## config.mk

```make
export PLATFORM = sky130hd
export DESIGN_NAME = add_sub_unit
export DESIGN_NICKNAME = d
export VERILOG_FILES = /design/src/rtl/add_sub_pkg.sv /design/src/rtl/add_sub_opsel.sv /design/src/rtl/add_sub_chain.sv /design/src/rtl/add_sub_flags.sv /design/src/rtl/add_sub_unit.sv
export SDC_FILE = /design/constraint.sdc
export NUM_CORES = 1
export LEC_CHECK = 0
export ABC_AREA = 1
export BUFFER_PORTS_ARGS = -buffer_cell sky130_fd_sc_hd__buf_4
export CAP_MARGIN = 40
export CORE_MARGIN = 3
export CORE_UTILIZATION = 45
export DETAILED_ROUTE_END_ITERATION = 10
export PLACE_DENSITY = 0.83
export SLEW_MARGIN = 15
export SYNTH_ARGS = -nofsm -noshare
export SYNTH_HDL_FRONTEND = slang
export SYNTH_HIERARCHICAL = 1
export SYNTH_SLANG_ARGS = --single-unit
export TNS_END_PERCENT = 20
```

## constraint.sdc

```tcl
create_clock -name clk_i -period 38.7 [get_ports clk_i]
set_clock_uncertainty 0.2 [all_clocks]
set_input_delay 5.805 -clock clk_i [delete_from_list [all_inputs] [get_ports clk_i]]
set_output_delay 5.805 -clock clk_i [all_outputs]
set_load 0.01 [all_outputs]
```

## src/rtl/add_sub_pkg.sv

```systemverilog
package add_sub_pkg;
  localparam int XLEN  = 64;
  localparam int IMM_W = 16;

  typedef enum logic [4:0] {
    OP_ADD      = 5'd0,
    OP_SUBF     = 5'd1,
    OP_ADDC     = 5'd2,
    OP_SUBFC    = 5'd3,
    OP_ADDE     = 5'd4,
    OP_SUBFE    = 5'd5,
    OP_ADDME    = 5'd6,
    OP_SUBFME   = 5'd7,
    OP_ADDZE    = 5'd8,
    OP_SUBFZE   = 5'd9,
    OP_NEG      = 5'd10,
    OP_ADDI     = 5'd11,
    OP_ADDIS    = 5'd12,
    OP_ADDPCIS  = 5'd13,
    OP_ADDIC    = 5'd14,
    OP_ADDIC_RC = 5'd15,
    OP_SUBFIC   = 5'd16,
    OP_ADDEX    = 5'd17
  } op_e;

  typedef enum logic [1:0] {CIN_ZERO, CIN_ONE, CIN_CA, CIN_OV} cin_e;

  // register forms honour oe/rc
  function automatic logic is_reg_form(op_e op);
    return op inside {[OP_ADD:OP_NEG]};
  endfunction

  function automatic logic writes_ca(op_e op);
    return op inside {[OP_ADDC:OP_SUBFZE], OP_ADDIC, OP_ADDIC_RC, OP_SUBFIC};
  endfunction
endpackage

```

## src/rtl/add_sub_opsel.sv

```systemverilog
module add_sub_opsel
  import add_sub_pkg::*;
#(
  parameter int W  = XLEN,
  parameter int IW = IMM_W
) (
  input  op_e           op_i,
  input  logic [W-1:0]  a_i,
  input  logic [W-1:0]  b_i,
  input  logic [IW-1:0] imm_i,
  input  logic          ra_zero_i,
  input  logic [W-1:0]  nia_i,
  input  logic          ca_i,
  input  logic          ov_i,
  output logic [W-1:0]  x_o,
  output logic [W-1:0]  y_o,
  output logic          cin_o,
  output logic          legal_o
);
  localparam int SH_EXT = W - 2*IW;

  logic [W-1:0] imm_sx, imm_sh, a_or_zero;
  cin_e         cin_sel;

  assign imm_sx    = {{(W-IW){imm_i[IW-1]}}, imm_i};
  assign imm_sh    = {{SH_EXT{imm_i[IW-1]}}, imm_i, {IW{1'b0}}};
  assign a_or_zero = ra_zero_i ? '0 : a_i;

  always_comb begin
    x_o     = a_i;
    y_o     = b_i;
    cin_sel = CIN_ZERO;
    legal_o = 1'b1;
    unique case (op_i)
      OP_ADD, OP_ADDC:          ;
      OP_SUBF, OP_SUBFC:        begin x_o = ~a_i; cin_sel = CIN_ONE; end
      OP_ADDE:                  cin_sel = CIN_CA;
      OP_SUBFE:                 begin x_o = ~a_i; cin_sel = CIN_CA; end
      OP_ADDME:                 begin y_o = '1; cin_sel = CIN_CA; end
      OP_SUBFME:                begin x_o = ~a_i; y_o = '1; cin_sel = CIN_CA; end
      OP_ADDZE:                 begin y_o = '0; cin_sel = CIN_CA; end
      OP_SUBFZE:                begin x_o = ~a_i; y_o = '0; cin_sel = CIN_CA; end
      OP_NEG:                   begin x_o = ~a_i; y_o = '0; cin_sel = CIN_ONE; end
      OP_ADDI:                  begin x_o = a_or_zero; y_o = imm_sx; end
      OP_ADDIS:                 begin x_o = a_or_zero; y_o = imm_sh; end
      OP_ADDPCIS:               begin x_o = nia_i; y_o = imm_sh; end
      OP_ADDIC, OP_ADDIC_RC:    y_o = imm_sx;
      OP_SUBFIC:                begin x_o = ~a_i; y_o = imm_sx; cin_sel = CIN_ONE; end
      OP_ADDEX:                 cin_sel = CIN_OV;
      default:                  begin x_o = '0; y_o = '0; legal_o = 1'b0; end
    endcase
  end

  always_comb begin
    unique case (cin_sel)
      CIN_ONE: cin_o = 1'b1;
      CIN_CA:  cin_o = ca_i;
      CIN_OV:  cin_o = ov_i;
      default: cin_o = 1'b0;
    endcase
  end
endmodule

```

## src/rtl/add_sub_chain.sv

```systemverilog
module add_sub_chain #(
  parameter int W   = 64,
  parameter int BLK = 8
) (
  input  logic [W-1:0] x_i,
  input  logic [W-1:0] y_i,
  input  logic         cin_i,
  output logic [W-1:0] sum_o,
  output logic         cout_o
);
  localparam int NBLK = W / BLK;

  logic [NBLK:0] c;
  assign c[0] = cin_i;

  for (genvar g = 0; g < NBLK; g++) begin : g_blk
    logic [BLK:0] part;
    assign part = {1'b0, x_i[g*BLK +: BLK]} + {1'b0, y_i[g*BLK +: BLK]} + {{BLK{1'b0}}, c[g]};
    assign sum_o[g*BLK +: BLK] = part[BLK-1:0];
    assign c[g+1] = part[BLK];
  end

  assign cout_o = c[NBLK];
endmodule

```

## src/rtl/add_sub_flags.sv

```systemverilog
module add_sub_flags
  import add_sub_pkg::*;
#(
  parameter int W = XLEN
) (
  input  op_e          op_i,
  input  logic         legal_i,
  input  logic         oe_i,
  input  logic         rc_i,
  input  logic [W-1:0] sum_i,
  input  logic         x_msb_i,
  input  logic         y_msb_i,
  input  logic         cout_i,
  input  logic         ca_i,
  input  logic         ov_i,
  input  logic         so_q_i,
  output logic         ca_o,
  output logic         ov_o,
  output logic         so_set_o,
  output logic [3:0]   cond_o
);
  logic sgn_ovf, rec_ov, rec_cr, lt, eq;

  assign sgn_ovf  = (x_msb_i == y_msb_i) && (sum_i[W-1] != x_msb_i);
  assign rec_ov   = legal_i && is_reg_form(op_i) && oe_i;
  assign rec_cr   = legal_i && ((is_reg_form(op_i) && rc_i) || op_i == OP_ADDIC_RC);
  assign so_set_o = rec_ov && sgn_ovf;

  assign ca_o = (legal_i && writes_ca(op_i)) ? cout_i : ca_i;

  always_comb begin
    if (legal_i && op_i == OP_ADDEX) ov_o = cout_i;
    else if (rec_ov)                 ov_o = sgn_ovf;
    else                             ov_o = ov_i;
  end

  assign lt     = sum_i[W-1];
  assign eq     = (sum_i == '0);
  assign cond_o = rec_cr ? {lt, !lt && !eq, eq, so_q_i | so_set_o} : 4'b0;
endmodule

```

## src/rtl/add_sub_unit.sv

```systemverilog
module add_sub_unit
  import add_sub_pkg::*;
#(
  parameter int W   = XLEN,
  parameter int IW  = IMM_W,
  parameter int BLK = 8
) (
  input  logic          clk_i,
  input  logic          rst_ni,
  input  logic          exec_i,
  input  logic [4:0]    op_i,
  input  logic          oe_i,
  input  logic          rc_i,
  input  logic [W-1:0]  a_i,
  input  logic [W-1:0]  b_i,
  input  logic [IW-1:0] imm_i,
  input  logic          ra_zero_i,
  input  logic [W-1:0]  nia_i,
  input  logic          ca_i,
  input  logic          ov_i,
  output logic [W-1:0]  res_o,
  output logic          ca_o,
  output logic          ov_o,
  output logic          so_o,
  output logic [3:0]    cond_o
);
  op_e          op;
  logic [W-1:0] x, y, sum;
  logic         cin, cout, legal, so_set, so_q;

  assign op = op_e'(op_i);

  add_sub_opsel #(.W(W), .IW(IW)) u_opsel (
    .op_i(op), .a_i(a_i), .b_i(b_i), .imm_i(imm_i), .ra_zero_i(ra_zero_i),
    .nia_i(nia_i), .ca_i(ca_i), .ov_i(ov_i),
    .x_o(x), .y_o(y), .cin_o(cin), .legal_o(legal)
  );

  add_sub_chain #(.W(W), .BLK(BLK)) u_chain (
    .x_i(x), .y_i(y), .cin_i(cin), .sum_o(sum), .cout_o(cout)
  );

  add_sub_flags #(.W(W)) u_flags (
    .op_i(op), .legal_i(legal), .oe_i(oe_i), .rc_i(rc_i), .sum_i(sum),
    .x_msb_i(x[W-1]), .y_msb_i(y[W-1]), .cout_i(cout),
    .ca_i(ca_i), .ov_i(ov_i), .so_q_i(so_q),
    .ca_o(ca_o), .ov_o(ov_o), .so_set_o(so_set), .cond_o(cond_o)
  );

  always_ff @(posedge clk_i or negedge rst_ni) begin
    if (!rst_ni)               so_q <= 1'b0;
    else if (exec_i && so_set) so_q <= 1'b1;
  end

  assign res_o = legal ? sum : '0;
  assign so_o  = so_q;
endmodule

```

==> results of run 1 <==
[per-stage QoR]
| stage | utilization | worst slack (ns) | hold slack (ns) |
|---|---|---|---|
| after global routing | 0.599 | 13.99 | 0.338 |
| after CTS | 0.597 | 15.07 | 0.303 |
| after floorplan | - | 16.42 | 0.318 |
| after detailed placement | 0.597 | 15.10 | 0.299 |
| after global placement | 0.597 | 15.41 | 0.288 |
| final | 0.599 | 15.00 | 0.297 |
[worst max-delay path, delay by kind of cell]
kind	cells	cell delay [ns]
and+or+nand+nor	58	5.15
buffers and inverters	6	0.61
adders and majority gates	16	6.02
AOI/OAI and AO/OA	1	0.13
[area by class of cell]
cell class	count	share of cell area
Multi-Input combinational cell	1165	0.636
Timing Repair Buffer	302	0.240
Inverter	235	0.0927
Tap cell	216	0.0284
Sequential cell	1	0.00263
[layer usage]
layer  up-vias  track usage  wire [um]
li1       5053            -          -
met1      4515        0.362      11100
met4         0        0.100       1110
met2       574        0.530      13400
met5         -            0          0
met3        75       0.0502       2810
[cell families after synthesis]
kind of cell | share of synthesized area
and+or+nand+nor | 0.554
buffers and inverters | 0.179
AOI/OAI and AO/OA | 0.0954
adders and majority gates | 0.139
xor gates and xnor gates | 0.0287
DFF | 0.00341
[where the power goes]
part | total, mW | internal, mW | switching (mW)
registers | 0.00106 | 0.00106 | 0
clock network | 0 | 0 | 0
logic | 0.197 | 0.0829 | 0.114
[path summary, 6_finish.rpt]
check                             to  slack, ns  depth (start not counted)
max                        cond_o[2]      15.00                         81
min                             so_o       0.30                          2
max reg2reg                     so_o      37.90                          2
min reg2reg                     so_o       0.30                          2
max in group asynchronous       so_o      32.84                          1
min in group asynchronous       so_o       5.38                          1
[cell usage in the layout, fill, tap and decap left out, types with 2 or more instances in the layout]
master / n
a21oi_1: 32
a21oi_2: 2
a22oi_1: 64
buf_4: 301
fa_1: 16
ha_1: 56
inv_1: 233
inv_2: 2
nand2_1: 575
nand2_2: 4
nand3_1: 203
nand3_2: 9
nand3b_1: 6
nand4_1: 4
nor2_1: 137
nor2_2: 8
nor2_4: 5
nor3_1: 2
o21bai_1: 2
or2_1: 2
or2_4: 6
xnor2_1: 9
xor2_1: 15
==> flow_metrics.py, run 1 <==
metrics = {
    "run_status": {
        "status": "completed",
    },
    "global_routing": {
        "pin_count_of_the_biggest_net_entering_global_routing": 65,
        "number_of_global_route_vias_before_repair": 9383,
        "grt_antenna_before_repair": 0,
        "global_route.usage.total": 0.297,
        "grt_remaining_overflow": 0,
        "global_route_wire_length_before_repair_mm": 44.6,
    },
    "synthesis": {
        "synthArstFlopShare": 1.00,
        "synth_warnings": 6,
        "post_synthesis_register_bit_count": 1,
        "synth.top_cells.by_count": "576 x nand2_1, 233 x inv_1, 203 x nand3_1",
        "most_repeated_cell_in_the_gate_level_netlist_after_synthesis": "nand2_1",
        "synth_top_area_share": 0.295,
        "post_synth_inst_count": 1472,
        "seq_area_frac_synth": 0.00341,
        "synth_enable_flop_cells": 0,
        "synth_cell_type_count": 34,
        "postSynthNetCount": 1765,
        "synthesis.area_per_instance_um2": 4.98,
        "synthesis.area_um2": 7330,
        "synth_top_flop_cell": "dfrtp_1",
        "yosys-top-cells-area": "nand2_1 30%, nand3_1 14%, inv_1 12%",
        "synth.largest_area_cell": "nand2_1",
    },
    "clocking": {
        "clk-insertion-delay-late_ns": 0,
        "cts.clk_slew.worst_paths_ns": 0,
        "cts-resized-gates": 0,
        "post_cts_setup_buffer_count": 0,
        "ctsHoldBuffers": 0,
    },
    "die": {
        "start_util": 0.461,
        "fp-row-count": 46,
        "ios": 292,
        "chipHeight_um": 134,
        "dieArea_um2": 17900,
        "fp.dieW_um": 134,
        "core_region_area_um2": 15900,
    },
    "layout": {
        "layout.filler_cells": 1668,
        "multiInputGateArea_um2": 6050,
        "largest_reg_flops": 1,
        "finalInstanceArea_um2": 9520,
        "layout-drive-gt1-share": 0.201,
        "diodes": 0,
        "layout.nets": 1998,
        "final_cell_count_no_fill": 1919,
        "layout.area.seq_um2": 25.0,
        "syn_to_final_growth_pct": 29.8,
    },
    "route": {
        "initialDrtViolationCount": 831,
        "drt_pass1_iterations": 5,
        "post-route-drc-count": 0,
        "routedWlPerCell_um": 14.8,
        "via_count": 10217,
        "postRouteWirelength_mm": 28.4,
        "via_per_inst": 5.32,
        "antenna_violating_nets_post_route": 0,
    },
    "worst_hold_path": {
        "hold_start": "so_o",
        "worst_hold_path_type": "register to register",
    },
    "placement": {
        "dp.cells": 1918,
        "port_buffers": 291,
        "hpwlAfterDp_mm": 22.8,
        "placement.cell_area_um2": 9490,
        "routabilityCongestion": 0.953,
    },
    "flow_run": {
        "timing.max_cap.violations": 0,
    },
    "timing": {
        "final_min_period_over_clock_period": 0.612,
        "timing_worst_slew_pin_value_ns": 0.895,
        "slew_viol_final": 0,
        "tns_ns": 0,
        "max-slew-margin-rel": 0.402,
        "setup_viol": 0,
        "fmax_ghz": 0.0422,
        "report.final.hold_viol_count": 0,
        "grt_setup_unrepaired": "false",
        "final_period_minus_worst_setup_slack_ns": 23.70,
    },
    "power_and_ir_drop": {
        "totalPowerFinal_mw": 0.198,
        "cellPowerDensity_nw_per_um2": 20.8,
        "vdd_ir_drop_max_mv": 0.00893,
        "leakagePower_nw": 6.45,
    },
    "critical_path": {
        "timing.critical_path.to_type": "primary output",
        "worst_path_most_repeated_cell": "nand2_1",
        "timing.critical_path.slowest_cell_delay_ns": 0.71,
        "crit_path_start": "op_i[4]",
        "crit_fanout": 35,
        "worstPathArrival_ns": 17.69,
        "cp_data_required_time_ns": 32.69,
        "worst_r2r_startpoint": "so_o",
        "crit_path_top_delay_cell": "nor2_4",
        "critical_path_class": "input port to primary output",
        "worstSetupStartpointType": "input port",
    },
}
(Power assumes the default switching activity.)
==> run 2: changes to the inputs <==
==> constraint.sdc (replaced) <==
create_clock -name clk_i -period 22.5 [get_ports clk_i]
set_clock_uncertainty 0.2 [all_clocks]
set_input_delay 3.375 -clock clk_i [delete_from_list [all_inputs] [get_ports clk_i]]
set_output_delay 3.375 -clock clk_i [all_outputs]
set_load 0.01 [all_outputs]
==> flow_metrics.py, run 2 (synthesized netlist as in run 1, its figures left out) <==
metrics = {
    "route": {
        "postRouteWirelength_mm": 28.3,
        "antenna_violating_nets_post_route": 0,
        "post-route-drc-count": 0,
        "drt_pass1_iterations": 6,
        "via_count": 10224,
        "routedWlPerCell_um": 14.8,
        "via_per_inst": 5.33,
        "initialDrtViolationCount": 831,
    },
    "timing": {
        "grt_setup_unrepaired": "false",
        "final_min_period_over_clock_period": 0.845,
        "setup_viol": 0,
        "slew_viol_final": 0,
        "fmax_ghz": 0.0526,
        "final_critical_path_setup_slack_ns": 3.50,
        "final_period_minus_worst_setup_slack_ns": 19.00,
        "report.final.hold_viol_count": 0,
        "max-slew-margin-rel": 0.488,
        "tns_ns": 0,
        "timing_worst_slew_pin_value_ns": 0.768,
    },
    "clocking": {
        "post_cts_setup_buffer_count": 0,
        "ctsHoldBuffers": 0,
        "clk-insertion-delay-late_ns": 0,
        "cts.clk_slew.worst_paths_ns": 0,
        "cts-resized-gates": 0,
    },
    "critical_path": {
        "worstRegToRegCells": 2,
        "worstSetupStartpointType": "input port",
        "timing.critical_path.slowest_cell_delay_ns": 0.56,
        "critical_path_class": "input port to primary output",
        "reg2reg_setup_slack_ns": 21.70,
        "crit_path_top_delay_cell": "buf_4",
        "timing.critical_path.to_type": "primary output",
        "worst_path_most_repeated_cell": "nand2_1",
        "worstPathArrival_ns": 15.43,
        "crit_fanout": 44,
        "cp_data_required_time_ns": 18.93,
    },
    "placement": {
        "routabilityCongestion": 0.921,
        "placement.cell_area_um2": 9510,
        "port_buffers": 291,
        "preCtsSetupSlack_ns": 3.64,
        "hpwlAfterDp_mm": 22.5,
    },
    "die": {
        "dieArea_um2": 17900,
        "fp-row-count": 46,
        "chipHeight_um": 134,
        "start_util": 0.461,
        "fp.dieW_um": 134,
        "core_region_area_um2": 15900,
        "ios": 292,
    },
    "layout": {
        "final_cell_mix": "575 x nand2_1, 300 x buf_4, 233 x inv_1",
        "layout.nets": 1997,
        "diodes": 0,
        "multiInputGateArea_um2": 6050,
        "layout-drive-gt1-share": 0.200,
        "syn_to_final_growth_pct": 29.7,
        "layout.filler_cells": 1686,
        "leading_cell_type_in_the_layout_fill_and_taps_excluded": "nand2_1",
        "layout.area.seq_um2": 25.0,
        "finalInstanceArea_um2": 9510,
        "largest_reg_flops": 1,
    },
    "power_and_ir_drop": {
        "vdd_ir_drop_max_mv": 0.0157,
        "leakagePower_nw": 6.44,
        "cellPowerDensity_nw_per_um2": 35.7,
    },
    "global_routing": {
        "pin_count_of_the_biggest_net_entering_global_routing": 65,
        "grt_antenna_before_repair": 0,
        "global_route.usage.total": 0.297,
        "global_route_wire_length_before_repair_mm": 44.8,
        "number_of_global_route_vias_before_repair": 9418,
        "grt_remaining_overflow": 0,
    },
    "worst_hold_path": {
        "worst_hold_path_type": "register to register",
        "timing.hold.worst_path_depth": 2,
    },
    "run_status": {
        "status": "completed",
    },
    "flow_run": {
        "timing.max_cap.violations": 0,
    },
}
[run 2: changes by cell type in the layout (fill, tap and decap cells not counted)]
| cell | delta |
|---|---|
| buf_4 | -1 |
[run 2: stage by stage]
step / utilization / hold slack (ns) / power, mW / cells
final: 0.599 / 0.296 / 0.339 / 1918
after global routing: 0.599 / 0.339 / 0.379 / 1918
after CTS: 0.599 / 0.299 / 0.337 / 1918
after detailed placement: 0.599 / 0.294 / 0.336 / 1918
after global placement: 0.597 / 0.286 / 0.331 / 1917
after floorplan: - / 0.318 / 0.219 / 1472
[run 2: routing by layer]
metal  up-vias  GRT usage  routed length [um]
met5         -          0                   0
met4         0     0.0817                 904
met3        54     0.0415                2970
met2       563      0.527               13500
met1      4561      0.375               11000
li1       5046          -                   -
[run 2: worst max-delay path: cells and delay by family]
kind / cells / cell delay [ns]
AOI/OAI and AO/OA: 1 / 0.13
buffers and inverters: 7 / 1.17
and+or+nand+nor: 55 / 4.80
adders and majority gates: 16 / 5.97
[run 2: report_power, final]
group	internal [mW]	switching [mW]
sequential	0.00183	0
clock	0	0
combinational	0.141	0.196
total	0.143	0.196
[run 2: area by class of cell]
| class | count | share of cell area |
|---|---|---|
| multi-input cells | 1165 | 0.636 |
| repair buffers | 301 | 0.240 |
| inverters | 235 | 0.0928 |
| flip-flops and latches | 1 | 0.00263 |
| well taps | 216 | 0.0284 |
[run 2: worst paths after layout]
kind | startpoint | endpoint
setup / recovery | op_i[4] | cond_o[2]
hold / removal | so_o | so_o
setup reg to reg | so_o | so_o
hold reg to reg | so_o | so_o
max in group asynchronous | rst_ni | so_o
min in group asynchronous | rst_ni | so_o
